File: src/rtl/sdr_pkg.sv
package sdr_pkg;

    typedef enum logic [1:0] {
        RM_NEAR_EVEN = 2'b00,
        RM_TO_ZERO   = 2'b01,
        RM_TO_PLUS   = 2'b10,
        RM_TO_MINUS  = 2'b11
    } rnd_mode_e;

    // Classification of the fraction below a candidate rounding position
    typedef struct packed {
        logic below_nhalf;   // fraction < -1/2
        logic at_nhalf;      // fraction == -1/2
        logic negative;      // fraction < 0
        logic positive;      // fraction > 0
        logic at_phalf;      // fraction == +1/2
        logic above_phalf;   // fraction > +1/2
    } frac_cls_t;

endpackage

File: src/rtl/sdr_lead_detect.sv
module sdr_lead_detect #(
    parameter int NPOS = 4
) (
    input  logic [NPOS-1:0] msd_i,
    input  logic            ss_i,
    output logic [NPOS-1:0] lead_o,
    output logic [NPOS:0]   loc_o
);

    logic found;

    // Priority scan from the top bit of the MSD
    always_comb begin
        lead_o = '0;
        found  = 1'b0;
        for (int k = NPOS - 1; k >= 0; k--) begin
            if (!found && msd_i[k]) begin
                lead_o[k] = 1'b1;
                found     = 1'b1;
            end
        end
    end

    // Signed sticky lowers the location by one place
    always_comb begin
        if (ss_i) begin
            loc_o = {1'b0, lead_o};
        end else begin
            loc_o = {lead_o, 1'b0};
        end
    end

endmodule

File: src/rtl/sdr_frac_class.sv
module sdr_frac_class
    import sdr_pkg::*;
#(
    parameter int NPOS = 4,
    parameter int LOC  = 0
) (
    input  logic [NPOS:0] lsd_i,
    input  logic [4:0]    tail_i,   // {g1, g0, r, s1, s0}
    output frac_cls_t     cls_o,
    output logic          lbit_o
);

    // Scale: bit i of the LSD weighs 8; location LOC weighs 4 << LOC
    localparam int HALF = 2 << LOC;

    int below;

    always_comb begin
        below = 0;
        for (int j = 0; j <= NPOS; j++) begin
            if ((j + 1 < LOC) && lsd_i[j]) begin
                below = below + ((j == NPOS) ? -(8 << j) : (8 << j));
            end
        end
        if ((LOC >= 1) && tail_i[4]) below = below - 8;
        if ((LOC >= 1) && tail_i[3]) below = below + 4;
        if (tail_i[2]) below = below + 2;
        if (tail_i[1]) below = below - 2;
        if (tail_i[0]) below = below + 1;
    end

    always_comb begin
        cls_o.below_nhalf = (below < -HALF);
        cls_o.at_nhalf    = (below == -HALF);
        cls_o.negative    = (below < 0);
        cls_o.positive    = (below > 0);
        cls_o.at_phalf    = (below == HALF);
        cls_o.above_phalf = (below > HALF);
    end

    generate
        if (LOC == 0) begin : g_at_guard
            assign lbit_o = tail_i[3];
        end else begin : g_at_lsd
            assign lbit_o = lsd_i[LOC-1];
        end
    endgenerate

endmodule

File: src/rtl/sdr_mode_decide.sv
module sdr_mode_decide
    import sdr_pkg::*;
(
    input  frac_cls_t cls_i,
    input  logic      lbit_i,
    input  rnd_mode_e mode_i,
    input  logic      sign_i,
    output logic      up_o,
    output logic      dn_o
);

    always_comb begin
        up_o = 1'b0;
        dn_o = 1'b0;
        unique case (mode_i)
            RM_NEAR_EVEN: begin
                up_o = cls_i.above_phalf | (cls_i.at_phalf & lbit_i);
                dn_o = cls_i.below_nhalf | (cls_i.at_nhalf & lbit_i);
            end
            RM_TO_ZERO: begin
                dn_o = cls_i.negative;
            end
            RM_TO_PLUS: begin
                if (sign_i) dn_o = cls_i.negative;
                else        up_o = cls_i.positive;
            end
            RM_TO_MINUS: begin
                if (sign_i) up_o = cls_i.positive;
                else        dn_o = cls_i.negative;
            end
            default: begin
                up_o = 1'b0;
                dn_o = 1'b0;
            end
        endcase
    end

    always_comb begin
        AST_CAND_EXCL: assert (!(up_o && dn_o)) else $error("candidate up and down both set");
        AST_TOZERO_NO_UP: assert (!(mode_i == RM_TO_ZERO && up_o)) else $error("toward zero gave +1");
    end

endmodule

File: src/rtl/sd_round_decide.sv
module sd_round_decide
    import sdr_pkg::*;
#(
    parameter int NPOS = 4
) (
    input  logic [NPOS-1:0] msd_i,
    input  logic [NPOS:0]   lsd_i,
    input  logic            gd_neg_i,
    input  logic            gd_pos_i,
    input  logic            rnd_bit_i,
    input  logic            st_neg_i,
    input  logic            st_pos_i,
    input  logic            ss_i,
    input  logic [1:0]      mode_i,
    input  logic            sign_i,
    output logic [NPOS-1:0] lead_o,
    output logic [NPOS:0]   loc_o,
    output logic            rnd_up_o,
    output logic            rnd_dn_o
);

    localparam int NLOC = NPOS + 1;

    logic [4:0]      tail;
    logic [NLOC-1:0] up_vec;
    logic [NLOC-1:0] dn_vec;
    rnd_mode_e       mode;

    assign tail = {gd_neg_i, gd_pos_i, rnd_bit_i, st_neg_i, st_pos_i};
    assign mode = rnd_mode_e'(mode_i);

    sdr_lead_detect #(.NPOS(NPOS)) i_lead (
        .msd_i  (msd_i),
        .ss_i   (ss_i),
        .lead_o (lead_o),
        .loc_o  (loc_o)
    );

    // Speculative decision at every candidate location
    generate
        for (genvar q = 0; q < NLOC; q++) begin : g_loc
            frac_cls_t cls;
            logic      lbit;

            sdr_frac_class #(.NPOS(NPOS), .LOC(q)) i_cls (
                .lsd_i  (lsd_i),
                .tail_i (tail),
                .cls_o  (cls),
                .lbit_o (lbit)
            );

            sdr_mode_decide i_dec (
                .cls_i  (cls),
                .lbit_i (lbit),
                .mode_i (mode),
                .sign_i (sign_i),
                .up_o   (up_vec[q]),
                .dn_o   (dn_vec[q])
            );
        end
    endgenerate

    // Late one-hot select
    assign rnd_up_o = |(loc_o & up_vec);
    assign rnd_dn_o = |(loc_o & dn_vec);

    always_comb begin
        AST_LOC_ONEHOT: assert ($onehot0(loc_o)) else $error("location not one-hot");
        AST_ZERO_MSD_QUIET: assert (msd_i != '0 || (loc_o == '0 && !rnd_up_o && !rnd_dn_o)) else $error("zero MSD produced output");
        AST_DM_AT_GUARD: assert (!(ss_i && msd_i == NPOS'(1)) || loc_o[0]) else $error("d-minus-one not at g0");
        AST_OUT_EXCL: assert (!(rnd_up_o && rnd_dn_o)) else $error("up and down both set");
        AST_DIRECTED_NO_GROW: assert (!(((mode == RM_TO_PLUS) && sign_i) || ((mode == RM_TO_MINUS) && !sign_i)) || !rnd_up_o) else $error("directed mode grew magnitude");
    end

endmodule

File: config.mk
export PLATFORM = sky130hd
export DESIGN_NAME = sd_round_decide
export DESIGN_NICKNAME = d
export VERILOG_FILES = /design/src/rtl/sdr_pkg.sv /design/src/rtl/sdr_lead_detect.sv /design/src/rtl/sdr_frac_class.sv /design/src/rtl/sdr_mode_decide.sv /design/src/rtl/sd_round_decide.sv
export SDC_FILE = /design/constraint.sdc
export NUM_CORES = 1
export LEC_CHECK = 0
export BUFFER_PORTS_ARGS = -buffer_cell sky130_fd_sc_hd__buf_4
export CORE_UTILIZATION = 40
export DETAILED_ROUTE_END_ITERATION = 7
export SLEW_MARGIN = 10
export SYNTH_ARGS = -nofsm -noshare
export SYNTH_HDL_FRONTEND = slang
export SYNTH_SLANG_ARGS = --single-unit
File: constraint.sdc
create_clock -name vclk -period 9.3
set_clock_uncertainty 0.1 [all_clocks]
set_input_delay 2.79 -clock vclk [all_inputs]
set_output_delay 2.79 -clock vclk [all_outputs]
set_load 0.01 [all_outputs]
Word-level counts from Yosys, hierarchy flattened
Cells that the tools add are included.
{"block": "word_totals", "reg_bits": 0, "in_bits": 18, "output_inout_bits": 11, "word_cells": 150}
{"block": "op_classes", "n_addsub": 23, "magnitude_cmp": 20, "n_eq_ne": 13, "n_mux": 63, "n_bitwise": 22, "n_reduce_logical": 9}
{"operator": "32-bit two-way mux", "count": 24}
{"operator": "32-bit by 2-bit adder with 32-bit output (second input constant)", "count": 5}
{"operator": "32-bit by 1-bit > comparator with 1-bit output (second input constant)", "count": 5}
{"operator": "32-bit by 1-bit less-than comparator with 1-bit output (second input constant)", "count": 5}
{"operator": "32-bit by 3-bit adder with 32-bit output (second input constant)", "count": 4}
{"operator": "32-bit by 4-bit adder with 32-bit output (second input constant)", "count": 4}
{"operator": "32-bit by 3-bit subtractor with 32-bit output (second input constant)", "count": 4}
{"operator": "32-bit by 5-bit subtractor with 32-bit output (second input constant)", "count": 3}
{"operator": "32-bit by 3-bit == test with 1-bit output (second input constant)", "count": 2}
{"operator": "32-bit by 4-bit == test with 1-bit output (second input constant)", "count": 2}
{"operator": "32-bit by 5-bit == test with 1-bit output (second input constant)", "count": 2}
{"operator": "32-bit by 6-bit == test with 1-bit output (second input constant)", "count": 2}
{"operator": "32-bit by 6-bit adder with 32-bit output (second input constant)", "count": 1}
{"operator": "32-bit by 7-bit adder with 32-bit output (second input constant)", "count": 1}
{"operator": "32-bit by 2-bit == test with 1-bit output (second input constant)", "count": 1}
{"operator": "32-bit by 7-bit == test with 1-bit output (second input constant)", "count": 1}
{"operator": "32-bit by 3-bit > comparator with 1-bit output (second input constant)", "count": 1}
{"operator": "32-bit by 4-bit > comparator with 1-bit output (second input constant)", "count": 1}
{"operator": "32-bit by 5-bit > comparator with 1-bit output (second input constant)", "count": 1}
{"operator": "32-bit by 6-bit > comparator with 1-bit output (second input constant)", "count": 1}
{"operator": "32-bit by 7-bit > comparator with 1-bit output (second input constant)", "count": 1}
{"operator": "32-bit by 2-bit less-than comparator with 1-bit output (second input constant)", "count": 1}
{"operator": "32-bit by 3-bit less-than comparator with 1-bit output (second input constant)", "count": 1}
{"operator": "32-bit by 4-bit less-than comparator with 1-bit output (second input constant)", "count": 1}
{"operator": "18 further kinds", "count": 76}

Depth between registers and ports, before layout
Gate-level depths: netlist (run 1).
{"block": "logic_depth", "depth_word": 21, "mapped_depth": 12}

Cells and area by module
A second synthesis (run 1) with hierarchy kept.
{"block": "unflattened", "cells_unflattened": 266, "hier_area_um2": 1898.1}
{"mod": "sdr_frac_class (g_loc[3].i_cls)", "instances": 1, "cells_per_inst": 60, "area_each_um2": 446.7, "seq_area_each_um2": 0.0}
{"mod": "sdr_frac_class (g_loc[4].i_cls)", "instances": 1, "cells_per_inst": 56, "area_each_um2": 386.6, "seq_area_each_um2": 0.0}
{"mod": "sdr_mode_decide", "instances": 5, "cells_per_inst": 10, "area_each_um2": 65.1, "seq_area_each_um2": 0.0}
{"mod": "sdr_frac_class (g_loc[2].i_cls)", "instances": 1, "cells_per_inst": 41, "area_each_um2": 307.8, "seq_area_each_um2": 0.0}
{"mod": "sdr_frac_class (g_loc[1].i_cls)", "instances": 1, "cells_per_inst": 29, "area_each_um2": 206.4, "seq_area_each_um2": 0.0}
{"mod": "sdr_lead_detect", "instances": 1, "cells_per_inst": 13, "area_each_um2": 103.8, "seq_area_each_um2": 0.0}
{"mod": "sdr_frac_class (g_loc[0].i_cls)", "instances": 1, "cells_per_inst": 11, "area_each_um2": 78.8, "seq_area_each_um2": 0.0}
{"mod": "sd_round_decide", "instances": 1, "cells_per_inst": 6, "area_each_um2": 42.5, "seq_area_each_um2": 0.0}

Least setup slack after synthesis (run 1)
Ideal clock, no wire load.
{"block": "synth_path", "path_type": "input to output", "start": "in lsd_i[0]", "end": "out rnd_dn_o", "arrival_time_ns": 5.001, "t_required_ns": 6.410, "path_slack_ns": 1.409, "cell_stages": 11, "cell_sequence": "inv_1 -> ha_1 -> nor3b_4 -> nand3_1 -> ha_1 -> nor4bb_1 -> nand4_1 -> nor4b_1 -> a21oi_1 -> o41ai_2 -> o31ai_1"}
{"block": "synth_between", "elab_chain_len": 21, "elab_cells_between_ends": 64, "classes_between": "add/sub (17); order compare (6); eq/ne (3); mux (28); bitwise (9); reduce/logical (1)"}
{"item": "from (decl)", "line_no": "sd_round_decide.sv:7", "rtl": "input logic [NPOS:0] lsd_i,"}
{"item": "parallel branches: the longest is 19 deep, another holds 32-bit by 6-bit adder with 32-bit output"}
{"item": "5-bit bitwise AND (*)", "line_no": "sd_round_decide.sv:65", "rtl": "assign rnd_dn_o = |(loc_o & dn_vec);"}
{"item": "5-bit OR reduction (*)", "line_no": "sd_round_decide.sv:65"}
{"item": "to (decl)", "line_no": "sd_round_decide.sv:19", "rtl": "output logic rnd_dn_o"}
Mark *: on every way between the ends.

Worst setup path in the final report (run 1)
Same ends and word-level chain as after synthesis.

==> run metrics, run 1 <==
status finished, final reports clean; Max Fanout on Critical Path 8; total wire length after detailed routing 3.23 mm; number of buffers inserted by post-CTS setup repair 0; Worst setup SP type input port; sequential fraction of the synthesis area 0%; xor and xnor area share after synthesis under 10%; CP Cell Sequence buf_4 -> inv_1 -> ha_1 -> nor3b_4 -> nand3_1 -> ha_1 -> nor4bb_1 -> nand4_1 -> nor4b_1 -> a21oi_1 -> o41ai_2 -> o31ai_1 -> buf_4; library cell with the largest summed area after synthesis sky130_fd_sc_hd__ha_1; type of the worst min-delay path input port to primary output; hold buffer count at CTS 0; delay of the slowest critical-path stage roughly 0.44 ns; leakage power of the design about 0.62 nW; residual antenna-violating net count after detailed routing 0; Placed Instances approximately 220; diode insertion count for antenna repair 0; post-synthesis compound-gate area fraction roughly a quarter; clock buffer count 0; final critical delay including setup and external delays 8.59 ns; sum of net half-perimeters after detailed placement between 2 and 3 mm; clock share of power 0%; number of remaining DRC errors 0; arithmetic-cell share of the synthesized area counting full adders, half adders and majority gates roughly a fifth; number of antenna violations at the first check in global routing 0; cell area after synthesis between 0.001 and 0.0015 sq mm; via count of the first global-routing pass about 1200; simple-gate area share of the yosys netlist 38.2%; I/O pin total 29; Setup Crit Path Kind input port to primary output; Register Area 0 sq um; number of detailed-routing iterations run before antenna repair 4; PD cells about 50 mW/mm^2; wire length of the first global-routing pass 5.18 mm; flip-flop and latch count 0; internal power component 30.1 uW; fmax 116 MHz; pin count of the biggest net entering global routing 22; placed standard-cell area roughly 0.0013 sq mm; fraction of synthesized cell area taken by the top area cell type 18.8%; commonest cells after routing, fill and taps aside 28 x sky130_fd_sc_hd__buf_4, 21 x sky130_fd_sc_hd__nand2_1, 17 x sky130_fd_sc_hd__ha_1; layout cells sized above 1 a little over a fifth; maximum ir drop on the vdd rail between 0.00002 and 0.00003 V; most common cell after layout, fill and taps aside sky130_fd_sc_hd__buf_4; post-synthesis mux area share 5.65%; vias per cell 5.94; cell area after layout 0.00135 sq mm; number of max-cap violations 0; area of the core around 0.0026 sq mm; total track usage a little under a quarter; floorplan die height 55.1 microns; chip width 55.1 microns; share of the clock period used by the worst path after layout between 90% and 100%; detailed-route via count 1283; final net count between 200 and 250; combinational fraction of design power 100.0%; final weighted congestion in routability-driven placement 0.846; number of endpoints with negative hold slack in the final report 0; number of nets produced by synthesis 198; area added between synthesis and finish 19.5%; Required @ worst endpoint 6.41 ns; register share of total power 0%; final std cells w/o fill between 200 and 250; Synth warnings 0; leftover overflow at the end of global routing 0; switching part of the total power 55.4%; Avg Inst Size Synth 6.97 sq um; net switching power of the design roughly 37 uW; combinational family with the most area after synthesis simple AND/OR/NAND/NOR gates; headroom to the max-slew limit roughly 69%; die area roughly 0.003 sq mm; effective utilization at floorplan 44.0%; Crit. End Element primary output; final routed wire length divided by cell count between 10 and 15 microns; count of different cell masters after synthesis 53; crit path DAT 5.70 ns; RSZ-0062 raised after global routing false; final setup vio count 0; Slew @ Worst Pin 0.462 ns; number of placement rows 18; accumulated negative setup slack 0 ns; cell with the largest stage delay on the worst path sky130_fd_sc_hd__ha_1; IO buf count 28; number of pins exceeding their max-slew limit in the final report 0; main area contributors after synthesis sky130_fd_sc_hd__ha_1 19%, sky130_fd_sc_hd__nand2_1 7.0%, sky130_fd_sc_hd__inv_1 4.7%; Gate Count Post-Synth 162; violation count after the first detailed-routing iteration 32; Gates resized, CTS repair 0
==> cell usage after synthesis (4+ instances only) <==
cell type and n:
sky130_fd_sc_hd__and3_1 5, sky130_fd_sc_hd__ha_1 17, sky130_fd_sc_hd__nand4_1 4, sky130_fd_sc_hd__xnor2_1 4, sky130_fd_sc_hd__nor2b_1 7, sky130_fd_sc_hd__a21oi_1 8
sky130_fd_sc_hd__o21ai_0 7, sky130_fd_sc_hd__nand2b_1 4, sky130_fd_sc_hd__nor2_1 9, sky130_fd_sc_hd__nand3_1 10, sky130_fd_sc_hd__nand2_1 21, sky130_fd_sc_hd__inv_1 14
==> layout make-up <==
cell class / instances / area [sq um]
fill: 270 / 1220
multi-input combinational: 143 / 1040
timing repair buffer: 28 / 210
inverter: 15 / 56.3
tap: 30 / 37.5
==> final timing paths <==
check / from / end / slack, ns / depth (start not counted)
setup / recovery: lsd_i[0] / rnd_dn_o / 0.71 / 13
hold / removal: msd_i[3] / lead_o[3] / 5.71 / 2
==> layer usage <==
| metal | up-vias | routed length (microns) | global-route usage [%] | share of wire [%] |
|---|---|---|---|---|
| met5 | - | 0 | 0 | 0 |
| li1 | 655 | - | - | - |
| met1 | 583 | 1500 | 31.5 | 46 |
| met3 | 4 | 203 | 0.820 | 6.3 |
| met2 | 41 | 1490 | 42.0 | 46 |
| met4 | 0 | 31 | 2.08 | 0.96 |
==> metrics by stage <==
| step | power, mW | hold WS (ns) | worst slack (ns) | util [%] |
|---|---|---|---|---|
| 6_report | 0.0674 | 5.71 | 0.712 | 52.5 |
| 5_1_grt | 0.0758 | 5.73 | 0.396 | 52.5 |
| 4_1_cts | 0.0674 | 5.71 | 0.709 | 52.5 |
| 3_5_place_dp | 0.0671 | 5.71 | 0.743 | 52.5 |
| 3_3_place_gp | 0.0651 | 5.71 | 0.765 | 52.5 |
| 2_1_floorplan | 0.0443 | 5.53 | 1.41 | - |
==> power by group through the flow <==
stage	clock [mW]	sequential [mW]	combinational, mW
global placement	0	0	0.0651
detailed placement	0	0	0.0671
finish	0	0	0.0674
floorplan	0	0	0.0443
CTS	0	0	0.0674
global route	0	0	0.0758
==> cell families (layout without fill, tap and decap cells) <==
family	Yosys count	count (layout)
xor+xnor	5	5
compound gates	37	37
simple gates	77	77
buf+inv	19	43
mux	6	6
fa+ha+maj	18	18
==> critical path: cells and delay by family <==
family / cells / cell delay (ns)
buf+inv: 3 / 0.37
fa+ha+maj: 2 / 0.76
compound gates: 3 / 0.47
simple gates: 5 / 1.31
(Power assumes the default switching activity.)
==> inputs of run 2 (changes only) <==
- SYNTH_HIERARCHICAL: not set -> 1
==> run 2 against run 1 <==
Net effect: global-route usage decreased by 5.0 points; sequential share of layout area stayed put; maximum frequency is 4.6% lower; cell area up 57%; combinational power increased by 44%; first-iteration DRC count rose to 5.3 times the previous value; area after synthesis increased by 68%; worst setup slack worse by 0.42 ns; largest power group unchanged.
==> run metrics, run 2 <==
library cell with the largest summed area after synthesis sky130_fd_sc_hd__ha_1 (unchanged); diode insertion count for antenna repair 0 (unchanged); hold endpoint lead_o[3] (unchanged); Worst setup SP type input port (unchanged); cell area after synthesis 0.00190 sq mm (was 0.00113 sq mm); clock buffer count 0 (unchanged); most common cell after layout, fill and taps aside sky130_fd_sc_hd__inv_1 (was sky130_fd_sc_hd__buf_4); fmax 111 MHz (was 116 MHz); violation count after the first detailed-routing iteration 171 (was 32); Gates resized, CTS repair 0 (unchanged); leakage power of the design 0.959 nW (was 0.616 nW); detailed-route via count 2006 (was 1283); cell area after layout 0.00211 sq mm (was 0.00135 sq mm); number of pins exceeding their max-slew limit in the final report 0 (unchanged); Hold Path Depth 2 (unchanged); final cell utilization of the core 47.5% (was 52.5%); placed standard-cell area 0.00211 sq mm (was 0.00135 sq mm); Synth warnings 6 (was 0); die area 0.00502 sq mm (was 0.00304 sq mm); Setup Crit Path Kind input port to primary output (unchanged); CP Cell Sequence buf_4 -> inv_1 -> ha_1 -> and3_2 -> nor2b_1 -> o21ai_0 -> ha_1 -> or4b_2 -> a21oi_1 -> a31o_2 -> nor3b_2 -> a21oi_1 -> o32ai_1 -> a222oi_1 -> nand2_1 -> buf_4 (was buf_4 -> inv_1 -> ha_1 -> nor3b_4 -> nand3_1 -> ha_1 -> nor4bb_1 -> nand4_1 -> nor4b_1 -> a21oi_1 -> o41ai_2 -> o31ai_1 -> buf_4); commonest cells after routing, fill and taps aside 33 x sky130_fd_sc_hd__inv_1, 30 x sky130_fd_sc_hd__buf_4, 21 x sky130_fd_sc_hd__nand2_1, 21 x sky130_fd_sc_hd__ha_1, 14 x sky130_fd_sc_hd__a21oi_1 (was 28 x sky130_fd_sc_hd__buf_4, 21 x sky130_fd_sc_hd__nand2_1, 17 x sky130_fd_sc_hd__ha_1); IO buf count 28 (unchanged); headroom to the max-slew limit 69.2% (was 69.1%); type of the worst min-delay path input port to primary output (unchanged); wire length of the first global-routing pass 7.89 mm (was 5.18 mm); PD cells 45.8 mW/mm^2 (was 50.0 mW/mm^2); critical path's top delay family simple AND/OR/NAND/NOR gates (unchanged); number of buffers and inverters on the critical path 3 (unchanged); Avg Inst Size Synth 7.14 sq um (was 6.97 sq um); delay of the slowest critical-path stage 0.64 ns (was 0.44 ns); most frequently used cell type in the post-synthesis netlist sky130_fd_sc_hd__inv_1 (was sky130_fd_sc_hd__nand2_1); area added between synthesis and finish 11.3% (was 19.5%); final net count 328 (was 224); number of placement rows 24 (was 18); I/O pin total 29 (unchanged); fraction of synthesized cell area taken by the top area cell type 13.8% (was 18.8%); pin count of the biggest net entering global routing 34 (was 22); RSZ-0062 raised after global routing false (unchanged); total wire length after detailed routing 4.62 mm (was 3.23 mm); status finished, final reports clean (unchanged); final critical delay including setup and external delays 9.00 ns (was 8.59 ns); Hold Path Origin msd_i[3] (unchanged); share of the clock period used by the worst path after layout 96.8% (was 92.3%); final routed wire length divided by cell count 13.7 microns (was 14.9 microns); leftover overflow at the end of global routing 0 (unchanged); sequential fraction of the synthesis area 0% (unchanged); number of antenna violations at the first check in global routing 0 (unchanged); final std cells w/o fill 338 (was 216); Crit. End Element primary output (unchanged); count of different cell masters after synthesis 69 (was 53); Crit. Startpoint lsd_i[1] (was lsd_i[0]); cell with the largest stage delay on the worst path sky130_fd_sc_hd__or4b_2 (was sky130_fd_sc_hd__ha_1); effective utilization at floorplan 42.7% (was 44.0%); layout cells sized above 1 18.9% (was 21.5%); sum of net half-perimeters after detailed placement 3.53 mm (was 2.72 mm); crit path DAT 6.11 ns (was 5.70 ns); main area contributors after synthesis sky130_fd_sc_hd__ha_1 14%, sky130_fd_sc_hd__inv_1 6.5%, sky130_fd_sc_hd__nand2_1 4.2% (was sky130_fd_sc_hd__ha_1 19%, sky130_fd_sc_hd__nand2_1 7.0%, sky130_fd_sc_hd__inv_1 4.7%); flip-flop and latch count 0 (unchanged); accumulated negative setup slack 0 ns (unchanged); number of nets produced by synthesis 306 (was 198); chip width 70.9 microns (was 55.1 microns); hold buffer count at CTS 0 (unchanged); number of endpoints with negative hold slack in the final report 0 (unchanged); number of remaining DRC errors 0 (unchanged); total track usage 18.3% (was 23.3%); final weighted congestion in routability-driven placement 0.796 (was 0.846); Register Area 0 sq um (unchanged); number of detailed-routing iterations run before antenna repair 6 (was 4); Slew @ Worst Pin 0.450 ns (was 0.462 ns); number of buffers inserted by post-CTS setup repair 0 (unchanged); Max Fanout on Critical Path 9 (was 8); floorplan die height 70.9 microns (was 55.1 microns); Gate Count Post-Synth 266 (was 162); vias per cell 5.93 (was 5.94); final setup vio count 0 (unchanged); most frequent cells after synthesis 33 x sky130_fd_sc_hd__inv_1, 21 x sky130_fd_sc_hd__ha_1, 21 x sky130_fd_sc_hd__nand2_1 (was 21 x sky130_fd_sc_hd__nand2_1, 17 x sky130_fd_sc_hd__ha_1, 14 x sky130_fd_sc_hd__inv_1); Placed Instances 338 (was 216); number of max-cap violations 0 (unchanged); via count of the first global-routing pass 1757 (was 1164); Required @ worst endpoint 6.41 ns (about the same); residual antenna-violating net count after detailed routing 0 (unchanged); worst hold slack across all endpoints 5.74 ns (was 5.71 ns); maximum ir drop on the vdd rail 0.0000289 V (was 0.0000256 V); area of the core 0.00444 sq mm (was 0.00257 sq mm)
run 2: cell types whose count changed in the layout (fill, tap and decap cells not counted), sizes merged, moves of 5 or more:
cell / before / now
inv: 15 / 34
nand3b: 2 / 8
nor3b: 1 / 8
xor2: 1 / 6
o2bb2ai: 0 / 7
a21oi: 8 / 15
a211o: 0 / 7
o21ai: 7 / 15
nand3: 10 / 4
o22ai: 2 / 7
and2: 1 / 6
run 2: kinds of logic (layout without fill, tap and decap cells):
logic type | Yosys count | in the layout | share of synthesized area (%)
XOR/XNOR | 10 | 10 | 5.01
multiplexers | 3 | 3 | 1.65
buffers and inverters | 44 | 64 | 10.7
AND/OR/NAND/NOR | 99 | 99 | 34.0
adder cells (fa/ha/maj) | 22 | 22 | 14.9
AO/OA/AOI/OAI | 88 | 88 | 33.8
run 2: report_power, final:
part	switching (mW)	total [mW]	internal (mW)
registers	0	0	0
logic	0.0541	0.0968	0.0427
clock network	0	0	0
total	0.0541	0.0968	0.0427
run 2: metrics by stage:
stage | power [mW] | setup WS, ns
finish | 0.0968 | 0.297
detailed placement | 0.0964 | 0.316
CTS | 0.0970 | 0.325
floorplan | 0.0664 | 0.934
global route | 0.108 | 0.0999
global placement | 0.0957 | 0.397
run 2: routing by layer:
| layer | wire length (microns) | GRT usage (%) | vias up |
|---|---|---|---|
| met3 | 141 | 0 | 0 |
| met5 | 0 | 0 | - |
| met1 | 2180 | 25.3 | 934 |
| li1 | - | - | 1050 |
| met4 | 0 | 0.222 | 0 |
| met2 | 2290 | 33.9 | 22 |
run 2: how the worst max path moves through the flow:
stage	endpoint	cells past startpoint
floorplan	rnd_up_o	14
global placement	rnd_up_o	16
detailed placement	rnd_up_o	16
CTS	rnd_up_o	16
global route	rnd_up_o	16
finish	rnd_up_o	16
run 2: area by class of cell:
type                       count  area, sq um
inverter                      34          128
timing repair buffer          30          225
tap                           52         65.1
multi-input combinational    222         1690
fill                         472         2330
